## src/rtl/pte_judge_pkg.sv

```systemverilog
package pte_judge_pkg;
  localparam int unsigned PTE_W = 64;

  // Entry bit positions (bit 0 is the least significant bit)
  localparam int unsigned B_EXEC    = 0;
  localparam int unsigned B_READ    = 1;
  localparam int unsigned B_WRITE   = 2;
  localparam int unsigned B_SUPER   = 3;
  localparam int unsigned B_NOCACHE = 5;
  localparam int unsigned B_CHANGED = 7;
  localparam int unsigned B_REFD    = 8;
  localparam int unsigned B_LEAF    = 62;

  typedef enum logic [1:0] {
    VERD_NONE  = 2'd0,
    VERD_GRANT = 2'd1,
    VERD_PERM  = 2'd2,
    VERD_RC    = 2'd3
  } verdict_e;

  typedef struct packed {
    logic priv;
    logic iside;
    logic store;
  } req_attr_t;
endpackage

```

## src/rtl/pte_perm_eval.sv

```systemverilog
module pte_perm_eval
  import pte_judge_pkg::*;
#(
  parameter int unsigned W               = PTE_W,
  parameter bit          NOEXEC_UNCACHED = 1'b1
) (
  input  logic [W-1:0] pte,
  input  req_attr_t    attr,
  output logic         perm_ok
);
  logic is_leaf;
  logic mode_ok;
  logic data_ok;
  logic fetch_ok;

  assign is_leaf = pte[B_LEAF];
  assign mode_ok = attr.priv | ~pte[B_SUPER];
  assign data_ok = pte[B_READ] | (pte[B_WRITE] & ~attr.store);

  generate
    if (NOEXEC_UNCACHED) begin : g_fetch_strict
      assign fetch_ok = pte[B_EXEC] & ~pte[B_NOCACHE];
    end else begin : g_fetch_plain
      assign fetch_ok = pte[B_EXEC];
    end
  endgenerate

  assign perm_ok = is_leaf & mode_ok & (attr.iside ? fetch_ok : data_ok);
endmodule

```

## src/rtl/pte_rc_eval.sv

```systemverilog
module pte_rc_eval
  import pte_judge_pkg::*;
#(
  parameter int unsigned W = PTE_W
) (
  input  logic [W-1:0] pte,
  input  logic         store,
  output logic         rc_ok
);
  assign rc_ok = pte[B_REFD] & (pte[B_CHANGED] | ~store);
endmodule

```

## src/rtl/pte_verdict_reg.sv

```systemverilog
module pte_verdict_reg
  import pte_judge_pkg::*;
(
  input  logic clk,
  input  logic rst_n,
  input  logic take,
  input  logic perm_ok,
  input  logic rc_ok,
  output logic vld,
  output logic grant,
  output logic perm_err,
  output logic rc_err
);
  verdict_e verd_d;
  verdict_e verd_q;

  always_comb begin
    if (!perm_ok)      verd_d = VERD_PERM;
    else if (!rc_ok)   verd_d = VERD_RC;
    else               verd_d = VERD_GRANT;
  end

  always_ff @(posedge clk or negedge rst_n) begin
    if (!rst_n) begin
      verd_q <= VERD_NONE;
      vld    <= 1'b0;
    end else begin
      vld <= take;
      if (take) verd_q <= verd_d;
    end
  end

  assign grant    = (verd_q == VERD_GRANT);
  assign perm_err = (verd_q == VERD_PERM);
  assign rc_err   = (verd_q == VERD_RC);

  assert_one_outcome_R8: assert property (@(posedge clk) disable iff (!rst_n)
    vld |-> $countones({grant, perm_err, rc_err}) == 1);

  assert_perm_wins_R8: assert property (@(posedge clk) disable iff (!rst_n)
    $past(take) && !$past(perm_ok) |-> perm_err && !rc_err);

  assert_hold_idle_R9: assert property (@(posedge clk) disable iff (!rst_n)
    !$past(take) |-> $stable({grant, perm_err, rc_err}));

  assert_pulse_R2: assert property (@(posedge clk) disable iff (!rst_n)
    vld |=> vld == $past(take, 1));
endmodule

```

## src/rtl/pte_access_judge.sv

```systemverilog
module pte_access_judge
  import pte_judge_pkg::*;
#(
  parameter int unsigned W               = PTE_W,
  parameter bit          NOEXEC_UNCACHED = 1'b1
) (
  input  logic         clk,
  input  logic         rst_n,
  input  logic         req_valid,
  input  logic [W-1:0] req_pte,
  input  logic         req_priv,
  input  logic         req_iside,
  input  logic         req_store,
  output logic         res_valid,
  output logic         res_grant,
  output logic         res_perm_err,
  output logic         res_rc_err
);
  req_attr_t attr;
  logic      perm_ok;
  logic      rc_ok;

  assign attr = '{priv: req_priv, iside: req_iside, store: req_store};

  pte_perm_eval #(.W(W), .NOEXEC_UNCACHED(NOEXEC_UNCACHED)) u_perm (
    .pte     (req_pte),
    .attr    (attr),
    .perm_ok (perm_ok)
  );

  pte_rc_eval #(.W(W)) u_rc (
    .pte   (req_pte),
    .store (req_store),
    .rc_ok (rc_ok)
  );

  pte_verdict_reg u_verd (
    .clk      (clk),
    .rst_n    (rst_n),
    .take     (req_valid),
    .perm_ok  (perm_ok),
    .rc_ok    (rc_ok),
    .vld      (res_valid),
    .grant    (res_grant),
    .perm_err (res_perm_err),
    .rc_err   (res_rc_err)
  );

  assert_nonleaf_denied_R6: assert property (@(posedge clk) disable iff (!rst_n)
    $past(req_valid) && !$past(req_pte[B_LEAF]) |-> res_perm_err && !res_grant);

  assert_user_on_super_R3: assert property (@(posedge clk) disable iff (!rst_n)
    $past(req_valid) && !$past(req_priv) && $past(req_pte[B_SUPER]) |-> res_perm_err);

  assert_uncached_fetch_R5: assert property (@(posedge clk) disable iff (!rst_n)
    $past(req_valid) && $past(req_iside) && $past(req_pte[B_NOCACHE])
      && NOEXEC_UNCACHED |-> !res_grant && !res_rc_err);

  assert_rc_needs_ref_R7: assert property (@(posedge clk) disable iff (!rst_n)
    $past(req_valid) && !$past(req_pte[B_REFD]) |-> !res_grant);
endmodule

```

## config.mk

```make
export PLATFORM = sky130hd
export DESIGN_NAME = pte_access_judge
export DESIGN_NICKNAME = d
export VERILOG_FILES = /design/src/rtl/pte_judge_pkg.sv /design/src/rtl/pte_perm_eval.sv /design/src/rtl/pte_rc_eval.sv /design/src/rtl/pte_verdict_reg.sv /design/src/rtl/pte_access_judge.sv
export SDC_FILE = /design/constraint.sdc
export NUM_CORES = 1
export LEC_CHECK = 0
export BUFFER_PORTS_ARGS = -buffer_cell sky130_fd_sc_hd__buf_4
export CAP_MARGIN = 20
export CORE_MARGIN = 1.5
export CORE_UTILIZATION = 12
export CTS_CLUSTER_SIZE = 8
export DETAILED_ROUTE_END_ITERATION = 16
export PLACE_DENSITY_LB_ADDON = 0.08
export SKIP_LAST_GASP = 1
export SYNTH_ARGS = -nofsm -noshare
export SYNTH_HDL_FRONTEND = slang
export SYNTH_SLANG_ARGS = --single-unit
export TNS_END_PERCENT = 30
```

## constraint.sdc

```tcl
create_clock -name clk -period 0.8 [get_ports clk]
set_input_delay 0 -clock clk [delete_from_list [all_inputs] [get_ports clk]]
set_output_delay 0 -clock clk [all_outputs]
set_load 0.02 [all_outputs]
```

==> metrics.cfg <==
[status]
status=finished with violations
violations=setup timing

[synth]
ys_warn_count=0
ys_types=11
synthCells=17
synth_seq_cells=3
ys_seq_area_share_pct=48.0
synth_area_per_cell_um2=9.20
syn_area_um2=156
synth_nets=87

[floorplanning]
design.die.area_um2=1530
num_io_pins=74
initial_core_util_pct=13.5
num_rows=12
chipHeight_um=39.1
die_w_um=39.1
core_area_um2=1160

[finish]
seqCellArea_um2=75.1
multi_input_area_um2=76.3
syn_to_final_growth_pct=134
drive_gt1_share_pct=53.7
n_fill_cell=130
nets=112
n_antenna_cell=0

[routing]
drc=0
viasPerCell=3.64
drtIter0Drc=0
drt_wl_total_um=416
firstDrtPassIters=1
vias=200
postRouteAntennaNets=0
post_drt_wl_per_cell_um=7.56

[setup_path]
cp_cell_sequence=and2_1, buf_6
rr_startpoint=u_verd.verd_q[1]
critPathMaxFanout=3
crit_end=res_rc_err
cp_slowest_stage_delay_ps=380
required_ps=800
cp-startpoint=u_verd.verd_q[0]
r2r_slack_ps=0
startpoint_type=flop
cp_num_buf_inv=1
crit_slowest_cell=dfrtp_1
r2r_cells=2
end_kind=primary output
arrival_ps=910
crit_family=flip-flops
reg2reg_to=u_verd.verd_q[1]
critPathKind=reg -> out
cp.depth=2

[global_routing]
grt_max_degree=5
grt_pass1_vias=175
grt.overflow.total=0
grt_use_total_pct=6.91
antenna_found_initial=0
grt_pass1_wl_um=655

[placed_design]
globalplace.congestion=0.599
io_buffers=17
dp_slack_ps=-144

[clock_network]
cts_tree=done
path_clk_slew_ps=30
clockBufferDepth=2
clock_sinks=3
cts-buffers-inserted=3
clock_latency_ps=230
cts_root_buffer=clkbuf_4
htreeDepth=1

[timing]
slew-limit-headroom_pct=90.1
setup_viol=4
min_period_ps=912
final.setup_skew_ps=0
worst_slack_ps=-112
holdWs_ps=37.6
rsz0062_at_grt=yes
worst_pin_slew_ps=147
hold_viol_final=0
finalCritPeriodShare_pct=114
max_freq_ghz=1.10
report.final.slew_viol_count=0

[power_and_ir_drop]
p_leak_uw=0.000180
irDropWorstVdd_mv=0.417
power.density_nw_per_um2=1580

[hold_path]
hold_path_class=in -> reg

[flow_run]
cap_violations=0

layer usage:
layer,vias to the layer above,track usage [%],wire [µm]
met5,-,0,0
met4,0,7.76,19
met3,2,1.73,52
met2,15,10.4,190
met1,77,7.24,154
li1,106,-,-
stage by stage:
stage	cells	setup TNS, ps	util, %	power [µW]	area (µm²)
after global routing	55	-507	31.6	623	365
after floorplan	17	0	-	217	156
final	55	-302	31.6	576	365
after detailed placement	48	-144	26.1	296	302
after CTS	55	-306	31.1	584	359
after global placement	48	-115	26.1	294	302
worst min path at each step:
| stage | from | cells after the start | to | slack (ps) |
|---|---|---|---|---|
| after floorplan | rst_n | 0 | u_verd.verd_q[0] | -300 |
| after global placement | rst_n | 1 | u_verd.verd_q[0] | -210 |
| after detailed placement | rst_n | 1 | u_verd.verd_q[0] | -210 |
| after CTS | req_valid | 2 | u_verd.verd_q[1] | 30 |
| after global routing | req_valid | 2 | u_verd.verd_q[1] | 50 |
| final | req_valid | 2 | u_verd.verd_q[1] | 40 |
layout by cell type (no fill, tap or decap):
cell,instances
clkbuf_4,3
nor2_1,2
nand3_1,1
clkbuf_1,1
buf_6,2
buf_4,16
nand2b_1,3
o22ai_1,1
dfrtp_1,3
nor2b_2,1
a22o_1,1
dlygate4sd3_1,2
o32a_1,1
inv_1,2
o21ai_0,1
and2_1,1
timing repair:
item,CTS,global route
endpoints found under the setup margin,3,4
buffers inserted,1,0
endpoints found under the hold margin,5,0
hold buffers,2,0
resized for setup,1,2
cell families after synthesis:
family	Yosys count	share of synthesized area [%]
AO/OA/AOI/OAI	4	19.2
buffers and inverters	2	4.80
flip-flops	3	48.0
AND/OR/NAND/NOR	8	28.0
power breakdown:
group          switching [µW]  leakage, µW  internal, µW
Sequential               5.97    0.0000341           162
Combinational            52.8     0.000131          92.4
Clock                    75.7    0.0000150           187
cell usage after synthesis:
library cell	n	area, µm²
a22o_1	1	8.76
nand3_1	1	5.00
and2_1	1	6.26
inv_1	2	7.51
nor2b_1	1	6.26
dfrtp_1	3	75.1
o21ai_0	1	5.00
nor2_1	2	7.51
o22ai_1	1	6.26
o32a_1	1	10.0
nand2b_1	3	18.8
worst register-to-register path, cell delays in order, from the launching register on:
cell     delay, ps
dfrtp_1        390
buf_4          140
o32a_1         150
sequential cells by signal (all words and copies together), names as in the netlist:
name           cells
u_verd.vld         1
u_verd.verd_q      2
area by class of cell:
| type | count | share of cell area [%] |
|---|---|---|
| clock buffers | 4 | 7.19 |
| inverters | 2 | 2.05 |
| multi-input cells | 12 | 20.9 |
| flip-flops and latches | 3 | 20.5 |
| well taps | 14 | 4.79 |
| repair buffers | 20 | 44.5 |
Note: power is estimated with default switching activity, not from simulation.
